--- src/rtl/uart14.sv ---
module uart14 #(
  parameter int DEPTH = 64,
  parameter int SPB = 14,
  parameter int OFF_W = 5
)(
  input  logic        clk,
  input  logic        rst_n,
  input  logic        wr_en,
  input  logic        rd_en,
  input  logic [2:0]  addr,
  input  logic [31:0] wdata,
  output logic [31:0] rdata,
  input  logic        rxd,
  output logic        txd,
  input  logic        cts_in,
  output logic        rts_out,
  output logic        irq
);
  localparam int PW  = $clog2(DEPTH);
  localparam int CW  = $clog2(DEPTH + 1);
  localparam int SW  = $clog2(SPB);
  localparam int RWW = (OFF_W > SW) ? OFF_W : SW;
  localparam int TW  = $clog2(160 * SPB + 1);
  localparam logic [CW-1:0] FULL = CW'(DEPTH);

  logic [21:0] ctrl;
  logic [7:0]  rate, pre;
  logic        tick;
  assign tick = (pre >= rate);

  logic [1:0] tx_lvl_sel, tmo_sel, rts_sel;
  logic [2:0] rx_lvl_sel;
  logic [OFF_W-1:0] offs;
  logic tx_ie, rx_ie, err_ie, brk_force, cts_en, cts_inv, rts_en, rts_inv;
  assign tx_lvl_sel = ctrl[1:0];
  assign rx_lvl_sel = ctrl[4:2];
  assign tx_ie      = ctrl[5];
  assign rx_ie      = ctrl[6];
  assign err_ie     = ctrl[7];
  assign brk_force  = ctrl[8];
  assign offs       = ctrl[9 +: OFF_W];
  assign cts_en     = ctrl[14];
  assign cts_inv    = ctrl[15];
  assign tmo_sel    = ctrl[17:16];
  assign rts_en     = ctrl[18];
  assign rts_sel    = ctrl[20:19];
  assign rts_inv    = ctrl[21];

  logic unused_bits;
  assign unused_bits = ^wdata[31:22];

  logic data_acc, st_wr;
  assign data_acc = (addr == 3'd0);
  assign st_wr    = wr_en && (addr == 3'd2);

  always_ff @(posedge clk or negedge rst_n)
    if (!rst_n) begin
      ctrl <= '0; rate <= '0; pre <= '0;
    end else begin
      pre <= tick ? '0 : pre + 1'b1;
      if (wr_en && addr == 3'd3) ctrl <= wdata[21:0];
      if (wr_en && addr == 3'd4) rate <= wdata[7:0];
    end

  logic [2:0] rx_s;
  logic [1:0] cts_s;
  logic rx_line, rx_fall;
  always_ff @(posedge clk or negedge rst_n)
    if (!rst_n) begin rx_s <= 3'b111; cts_s <= 2'b00; end
    else begin rx_s <= {rx_s[1:0], rxd}; cts_s <= {cts_s[0], cts_in}; end
  assign rx_line = rx_s[1];
  assign rx_fall = rx_s[2] & ~rx_s[1];

  // receiver
  logic rx_busy;
  logic [RWW-1:0] rx_wait;
  logic [3:0] rx_idx;
  logic [7:0] rx_sh;
  logic rx_done, rx_err, rx_brk;
  assign rx_done = rx_busy && tick && rx_wait == '0 && rx_idx == 4'd8;
  assign rx_err  = ~rx_line;
  assign rx_brk  = rx_err && rx_sh == 8'd0;

  always_ff @(posedge clk or negedge rst_n)
    if (!rst_n) begin
      rx_busy <= 1'b0; rx_wait <= '0; rx_idx <= '0; rx_sh <= '0;
    end else if (!rx_busy) begin
      if (rx_fall) begin
        rx_busy <= 1'b1; rx_wait <= RWW'(offs); rx_idx <= '0;
      end
    end else if (tick) begin
      if (rx_wait == '0) begin
        if (rx_idx == 4'd8) rx_busy <= 1'b0;
        else begin
          rx_sh  <= {rx_line, rx_sh[7:1]};
          rx_idx <= rx_idx + 1'b1;
        end
        rx_wait <= RWW'(SPB - 1);
      end else rx_wait <= rx_wait - 1'b1;
    end

  // receive FIFO
  logic [9:0] rx_mem [DEPTH];
  logic [PW-1:0] rx_wp, rx_rp;
  logic [CW-1:0] rx_cnt;
  logic rx_push, rx_pop;
  assign rx_push = rx_done && rx_cnt != FULL;
  assign rx_pop  = rd_en && data_acc && rx_cnt != '0;

  always_ff @(posedge clk)
    if (rx_push) rx_mem[rx_wp] <= {rx_brk, rx_err, rx_sh};

  always_ff @(posedge clk or negedge rst_n)
    if (!rst_n) begin
      rx_wp <= '0; rx_rp <= '0; rx_cnt <= '0;
    end else begin
      if (rx_push) rx_wp <= rx_wp + 1'b1;
      if (rx_pop)  rx_rp <= rx_rp + 1'b1;
      rx_cnt <= rx_cnt + CW'(rx_push) - CW'(rx_pop);
    end

  // transmit FIFO and shifter
  logic [7:0] tx_mem [DEPTH];
  logic [PW-1:0] tx_wp, tx_rp;
  logic [CW-1:0] tx_cnt;
  logic tx_push, tx_start, tx_busy, cts_ok;
  logic [SW-1:0] tx_wait;
  logic [3:0] tx_idx;
  logic [9:0] tx_sh;
  assign cts_ok   = !cts_en || (cts_s[1] == cts_inv);
  assign tx_push  = wr_en && data_acc && tx_cnt != FULL;
  assign tx_start = !tx_busy && tx_cnt != '0 && cts_ok;

  always_ff @(posedge clk)
    if (tx_push) tx_mem[tx_wp] <= wdata[7:0];

  always_ff @(posedge clk or negedge rst_n)
    if (!rst_n) begin
      tx_wp <= '0; tx_rp <= '0; tx_cnt <= '0;
      tx_busy <= 1'b0; tx_wait <= '0; tx_idx <= '0; tx_sh <= '1;
    end else begin
      if (tx_push)  tx_wp <= tx_wp + 1'b1;
      if (tx_start) tx_rp <= tx_rp + 1'b1;
      tx_cnt <= tx_cnt + CW'(tx_push) - CW'(tx_start);
      if (tx_start) begin
        tx_busy <= 1'b1; tx_sh <= {1'b1, tx_mem[tx_rp], 1'b0};
        tx_wait <= SW'(SPB - 1); tx_idx <= '0;
      end else if (tx_busy && tick) begin
        if (tx_wait == '0) begin
          if (tx_idx == 4'd9) tx_busy <= 1'b0;
          else begin
            tx_sh  <= {1'b1, tx_sh[9:1]};
            tx_idx <= tx_idx + 1'b1;
          end
          tx_wait <= SW'(SPB - 1);
        end else tx_wait <= tx_wait - 1'b1;
      end
    end

  assign txd = !brk_force && (!tx_busy || tx_sh[0]);

  // thresholds
  logic [CW-1:0] rx_thr, tx_thr, rts_thr;
  logic [TW-1:0] tmo_lim, tmo_cnt;
  always_comb begin
    case (rx_lvl_sel)
      3'd0: rx_thr = CW'(1);
      3'd1: rx_thr = CW'(4);
      3'd2: rx_thr = CW'(8);
      3'd3: rx_thr = CW'(16);
      3'd4: rx_thr = CW'(32);
      default: rx_thr = CW'(48);
    endcase
    case (tx_lvl_sel)
      2'd0: tx_thr = CW'(0);
      2'd1: tx_thr = CW'(4);
      2'd2: tx_thr = CW'(8);
      default: tx_thr = CW'(16);
    endcase
    case (rts_sel)
      2'd0: rts_thr = CW'(8);
      2'd1: rts_thr = CW'(16);
      2'd2: rts_thr = CW'(32);
      default: rts_thr = CW'(48);
    endcase
    case (tmo_sel)
      2'd1: tmo_lim = TW'(40 * SPB);
      2'd2: tmo_lim = TW'(80 * SPB);
      2'd3: tmo_lim = TW'(160 * SPB);
      default: tmo_lim = '0;
    endcase
  end

  always_ff @(posedge clk or negedge rst_n)
    if (!rst_n) tmo_cnt <= '0;
    else if (rx_cnt == '0 || rx_busy || rx_push || rx_pop) tmo_cnt <= '0;
    else if (tick && tmo_cnt != '1) tmo_cnt <= tmo_cnt + 1'b1;

  logic st_tx, st_rxt, st_tmo, tx_prev;
  logic f_oe, f_brk, f_fe, f_txi;
  assign st_tx  = tx_cnt <= tx_thr;
  assign st_rxt = rx_cnt >= rx_thr;
  assign st_tmo = tmo_sel != 2'd0 && tmo_cnt >= tmo_lim;

  always_ff @(posedge clk or negedge rst_n)
    if (!rst_n) begin
      f_oe <= 1'b0; f_brk <= 1'b0; f_fe <= 1'b0; f_txi <= 1'b0; tx_prev <= 1'b1;
    end else begin
      tx_prev <= st_tx;
      f_oe  <= (f_oe  & ~(st_wr & wdata[5])) | (rx_done && rx_cnt == FULL);
      f_brk <= (f_brk & ~(st_wr & wdata[4])) | (rx_done && rx_brk);
      f_fe  <= (f_fe  & ~(st_wr & wdata[3])) | (rx_done && rx_err && !rx_brk);
      f_txi <= (f_txi & ~(st_wr & wdata[6])) | (st_tx && !tx_prev);
    end

  logic [6:0] status;
  assign status = {f_txi, f_oe, f_brk, f_fe, st_tmo, st_rxt, st_tx};
  assign irq = (err_ie & (f_oe | f_brk | f_fe)) | (rx_ie & (st_tmo | st_rxt)) | (tx_ie & f_txi);
  assign rts_out = rts_inv ^ (rts_en && rx_cnt >= rts_thr);

  logic [9:0] rx_head;
  assign rx_head = rx_mem[rx_rp];
  always_comb
    case (addr)
      3'd0: rdata = (rx_cnt == '0) ? 32'h100 : {21'd0, rx_head[9], rx_head[8], 1'b0, rx_head[7:0]};
      3'd1: rdata = {16'd0, 8'(tx_cnt), 8'(rx_cnt)};
      3'd2: rdata = {25'd0, status};
      3'd3: rdata = {10'd0, ctrl};
      3'd4: rdata = {24'd0, rate};
      default: rdata = '0;
    endcase


  overrun_flag_chk: assert property (@(posedge clk) disable iff (!rst_n)
    (rx_done && rx_cnt == FULL) |=> rdata[5] || addr != 3'd2 || f_oe);

  push_pop_hold_chk: assert property (@(posedge clk) disable iff (!rst_n)
    (rx_push && rx_pop) |=> $stable(rx_cnt));

  count_step_chk: assert property (@(posedge clk) disable iff (!rst_n)
    (rx_push && !rx_pop) |=> rx_cnt == $past(rx_cnt) + 1'b1);

  cts_hold_chk: assert property (@(posedge clk) disable iff (!rst_n)
    (cts_en && cts_s[1] != cts_inv && !tx_busy && $stable(ctrl)) |=> !tx_busy);

  stop_level_chk: assert property (@(posedge clk) disable iff (!rst_n)
    ($fell(tx_busy) && !brk_force) |-> txd);

  empty_read_chk: assert property (@(posedge clk) disable iff (!rst_n)
    (rd_en && data_acc && rx_cnt == '0) |=> $stable(rx_cnt));

  no_overflow_chk: assert property (@(posedge clk) disable iff (!rst_n)
    rx_cnt <= FULL && tx_cnt <= FULL);
endmodule

--- config.mk ---
export PLATFORM = sky130hd
export DESIGN_NAME = uart14
export DESIGN_NICKNAME = d
export VERILOG_FILES = /design/src/rtl/uart14.sv
export SDC_FILE = /design/constraint.sdc
export NUM_CORES = 2
export LEC_CHECK = 0
export BUFFER_PORTS_ARGS = -buffer_cell sky130_fd_sc_hd__buf_2
export CELL_PAD_IN_SITES_DETAIL_PLACEMENT = 0
export CELL_PAD_IN_SITES_GLOBAL_PLACEMENT = 1
export CORE_MARGIN = 3
export CORE_UTILIZATION = 40
export CTS_CLUSTER_DIAMETER = 150
export DETAILED_ROUTE_END_ITERATION = 16
export GPL_TIMING_DRIVEN = 0
export PLACE_DENSITY_LB_ADDON = 0.08
export SLEW_MARGIN = 15
export SYNTH_ARGS = -nofsm -noshare
export SYNTH_HDL_FRONTEND = slang
export SYNTH_SLANG_ARGS = --single-unit
--- constraint.sdc ---
create_clock -name clk -period 6.2 [get_ports clk]
set_clock_uncertainty 0.2 [all_clocks]
set_input_delay 0 -clock clk [delete_from_list [all_inputs] [get_ports clk]]
set_output_delay 0 -clock clk [all_outputs]
set_load 0.005 [all_outputs]
-- After elaboration in Yosys (flattened, before gate mapping)
Memory sizes are Yosys's and may differ from the RTL's.
Index checks and enable logic that the tools add are counted.
- flip-flop bits (word level): 135
- RAM bits: 1152
- input bits: 41
- output and inout bits: 35
- logic and storage cells: 197
- memories kept: 2
- memories (memory ; depth ; bits a word ; rd ports ; clocked after memory_dff ; write ports ; line ; source):
    rx_mem ; 64 ; 10 ; 1 ; 0 ; 1 ; 103 ; logic [9:0] rx_mem [DEPTH];
    tx_mem ; 64 ; 8 ; 1 ; 0 ; 1 ; 123 ; logic [7:0] tx_mem [DEPTH];
- add/subtract/negate cells: 14
- magnitude comparators: 5
- eq/ne operators: 26
- mux-type cells: 42
- bitwise logic cells: 28
- reductions and logical operators: 55
- operators by type and width (kind ; count):
    one-hot mux 32 bit (5 select lines) ; 1
    two-way mux 4 bit ; 12
    two-way mux 10 bit ; 4
    one-hot mux 12 bit (3 select lines) ; 1
    one-hot mux 6 bit (5 select lines) ; 1
    adder 6 x 1 -> 6 bit, second input constant ; 4
    logical AND 1 bit ; 24
    two-way mux 12 bit ; 2
    two-way mux 5 bit ; 4
    one-hot mux 6 bit (3 select lines) ; 1
    one-hot mux 5 bit (3 select lines) ; 1
    adder 7 x 1 -> 7 bit ; 2
    greater-or-equal comparator 7 bit ; 2
    inequality test 7 bit, second input constant ; 2
    nonzero test 7 bit ; 2
    subtractor 7 x 1 -> 7 bit ; 2
    two-way mux 1 bit ; 13
    adder 12 x 1 -> 12 bit, second input constant ; 1
    AND 1 bit ; 12
    == test 3 x 2 -> 1 bit, second input constant ; 4
    greater-or-equal comparator 12 bit ; 1
    inequality test 12 bit, second input constant ; 1
    nonzero test 2 bit ; 6
    two-way mux 11 bit ; 1
    30 further kinds ; 66

-- Logic depth before layout (Yosys ltp)
- word-level depth: 8
- gate-level depth with buffers: 18
- depth with buffers taken out: 18

-- Worst setup path after synthesis
Ideal clock, no wire load.
- path kind: register to register
- from: register rx_sh[4]
- to: memory rx_mem[0][9] (data pin)
- library setup time: 0.890 ns
- arrival: 4.777 ns
- data required time: 5.110 ns
- setup slack: 0.333 ns
- cell stages (with the launch flop): 4
- buffers on the path: 0
- period minus slack after synthesis: 5.867 ns
- path through: dfrtp_1 > nor4_1 > nand2_1 > nor4_1
- longest elaborated chain between the ends: 2
- ends and longest elaborated chain (element ; line ; source):
    start: declaration ; 78 ; logic [7:0] rx_sh;
    start signal: assignment ; 95 ; rx_sh <= {rx_line, rx_sh[7:1]};
    zero test 8 bit ; 82 ; assign rx_brk = rx_err && rx_sh == 8'd0;
    logical AND 1 bit ; 82 ;
    net rx_brk ; 79 ; logic rx_done, rx_err, rx_brk;
    end: declaration ; 103 ;
The timed path passes the listed nets, and every way through them passes these cells.

-- Final worst setup path
- from: register rx_rp[1]
- to: output rdata[1]
- longest elaborated chain between the ends: 3
- ends and longest elaborated chain (element ; line ; source):
    start: declaration ; 104 ; logic [PW-1:0] rx_wp, rx_rp;
    start signal: assignment ; 118 ; if (rx_pop) rx_rp <= rx_rp + 1'b1;
    memory (64 x 10 bit) ; n/a ;
    two-way mux 11 bit ; 225 ; 3'd0: rdata = (rx_cnt == '0) ? 32'h100 : {21'd0, rx_head[9], rx_head[8], 1'b0, rx_head[7:0]};
    one-hot mux 32 bit (5 select lines) ; 224 ; case (addr)
    end: declaration ; 12 ; output logic [31:0] rdata,
Every way passes these cells.

==> out/results.txt <==
status: finished, final reports clean
most frequent cells after synthesis: 1152 x edfxtp_1, 269 x mux4_2, 191 x nor2_1, 121 x dfrtp_1, 112 x nand2_1
pre-CTS WS: 1.48 ns
Final WS setup: 1.27 ns
largest net degree at the start of global routing: 91
post-synth top area share: 66.6%
Final min period: 4.93 ns
Layout area overhead: 15.2%
PwrDens: 372 nW/um^2
CP Class: reg2out
Crit path depth: 11
number of synthesized flops with an enable pin: 1152
Buf/Inv on CP: 6
total CTS buffers: 142
Routed Antenna Nets: 0
grt total ovfl: 0
cell mode on critical path: buf_6
post-synth top area cell: edfxtp_1
die span in x: 366 um
Seq/Total Area, Yosys: 73.1%
Async S/R FF share, synth: 10.4%
unrepaired setup endpoints after global routing: no
Max IR drop VDD: 281 uV
Max stage delay on crit path: 0.53 ns
Ant. Diodes: 0
Max Buffers Root-to-Sink: 3
reg-to-reg startpoint: rx_wait[0]
Non-Filler Instances: 4903
Register Area: 38000 um^2
CP max-delay cell: buf_2
Starting DRT DRC Count: 2489
delay-heaviest family, CP: buffers and inverters
mapped cell area: 51900 um^2
DRT Pass-1 Iters: 7
worst skew pair latency: 0.76 ns
Crit Path Max Fanout: 10
Worst setup EP type: primary output
unique cell type count in the Yosys netlist: 69
mean area per synthesized cell: 18.6 um^2
Post-Route WL: 146000 um
Synth Area in Compound Gates: 3.94%
Pleak: 19.9 nW
CP arrival: 4.73 ns
starting density of the core: 40.5%
crit-path cells: buf_6, buf_6, buf_6, buf_4, buf_2, mux4_2, a22oi_1, nand2_1, a21oi_1, nand4_1, buf_2
vias per inst: 5.58
final hold vios: 0
Least-Margin Pin Slew: 1.23 ns
Total GRT Usage: 21.9%
Die H: 366 um
xor and xnor area share after synthesis: 0.877%
main combinational cell family by area after synthesis: multiplexers
max frequency: 0.203 GHz
setup TNS: 0 ns
most common cell in the netlist: edfxtp_1
DIE AREA: 134000 um^2
HP Class: in2async
global-route wire length before repair: 210000 um
worst r2r dst: rx_mem[46][9]
Synth Flop Type: edfxtp_1
htree depth: 4
post-DR wirelength/cell: 29.8 um
nets: 3169
num ports: 76
clock sink total: 1286
Final GP Congestion: 0.809
final cycle utilization of the critical path: 79.5%
#FFs+latches synth: 1286
Root Buffer: clkbuf_16
relative slew slack: 18.0%
Post-Syn Instances: 2786
DR vias: 27382
core area: 128000 um^2
DP Cell Count: 4597
required time of the worst setup path: 6.00 ns
Clock transition at path regs: 0.06 ns
worst r2r path cells: 7
crit start category: flip-flop
CTS tree: yes
Synth Area in Simple Gates: 4.27%
mux cell area share after synthesis: 14.3%
largest cells by area after synthesis: edfxtp_1 67%, mux4_2 12%, dfrtp_1 5.8%
Post-Synth Adder-Cell Area: 1.55%
reg-to-reg setup timing slack: 1.55 ns
Setup-failing EPs final: 0
max-slew violation count: 0
initial antenna violation count: 4
Yosys warnings: 0
max-cap violations: 0
# rows: 131
hpwl dp: 96100 um
drt drc: 0
share of layout cells above drive strength 1: 22.7%
I/O Buffers: 55
Post-CTS Setup Bufs: 0
Multi-input gate area: 13100 um^2
vias in the first global route: 28524
Fillers: 10988
flip-flops by register name, indices dropped and copies added (netlist names), 7 cells and up:
signal   flops
ctrl        22
rx_mem     640
rx_sh        8
rate         8
rx_cnt       7
pre          8
tx_sh        9
tx_cnt       7
tmo_cnt     12
tx_mem     512
report_power, final:
group	leakage [nW]	switching (mW)	total (mW)	internal (mW)
Clock	2.17	3.39	8.09	4.71
Combinational	5.69	2.45	4.03	1.59
Sequential	12.1	0.297	10.1	9.79
repair_timing:
| action | in CTS | in global routing |
|---|---|---|
| endpoints found under the hold margin | 693 | 0 |
| endpoints found under the setup margin | 0 | 0 |
| resized for setup | 0 | 0 |
| hold buffers | 53 | 0 |
worst register-to-register path: cells and delay by family, from the launching register on:
family / cells / cell delay, ns
fa+ha+maj: 1 / 0.21
flops: 1 / 0.40
simple gates: 5 / 3.36
buf+inv: 1 / 0.09
worst max-delay path by stage:
stage               start            end  slack, ns
3_3_place_gp     rx_sh[6]  rx_mem[34][9]      -5.19
6_report         rx_rp[1]       rdata[1]       1.27
2_1_floorplan    rx_sh[4]   rx_mem[0][9]       0.33
4_1_cts          rx_rp[1]       rdata[1]       1.18
5_1_grt          rx_rp[1]       rdata[1]       1.09
3_5_place_dp   rx_wait[0]  rx_mem[25][9]       1.48
layer usage:
metal / vias up / GRT usage [%] / wire length (um)
met4: 0 / 6.56 / 4230
li1: 11747 / - / -
met1: 14672 / 29.5 / 62500
met3: 221 / 3.19 / 6490
met5: - / 0 / 0
met2: 742 / 36.9 / 73000
cells by family (layout without fill, tap and decap cells):
kind of cell    count (synthesis)  in the layout
compound gates                297            297
xor+xnor                       52             52
fa+ha+maj                      63             63
buf+inv                       214            593
flops                        1286           1286
mux                           399            399
other cells                     1             10
simple gates                  474            474
cell usage in the layout, fill, tap and decap left out, types with 26 or more instances in the layout:
master	n
ha_1	61
a21oi_1	61
clkinv_1	26
nand3_1	38
o21ai_0	50
nand2_1	112
a22oi_1	37
clkbuf_1	96
edfxtp_1	1152
mux2_2	36
xnor2_1	30
inv_1	58
nor2_2	35
buf_4	34
dfrtp_1	113
mux4_2	269
nor2_1	156
clkbuf_16	148
buf_2	93
mux2i_1	94
dlygate4sd3_1	52
through the flow:
stage | total power, mW | hold WS [ns] | instance area, um^2 | util [%]
2_1_floorplan | 12.7 | -0.496 | 51900 | -
6_report | 22.2 | 0.113 | 59800 | 46.6
3_3_place_gp | 14.3 | -0.0942 | 54400 | 42.4
4_1_cts | 22.5 | 0.0633 | 59700 | 46.6
5_1_grt | 23.1 | 0.123 | 59800 | 46.6
3_5_place_dp | 14.3 | -0.268 | 54700 | 42.7
final cells by class:
| type | count | share of cell area [%] |
|---|---|---|
| tap | 1729 | 3.62 |
| clock inverter | 68 | 0.913 |
| sequential | 1286 | 63.5 |
| buffer | 153 | 1.32 |
| multi-input combinational | 1295 | 21.8 |
| clock buffer | 185 | 6.51 |
| inverter | 61 | 0.387 |
| timing repair buffer | 126 | 1.88 |
No activity file was read; power rests on OpenSTA's default activity.
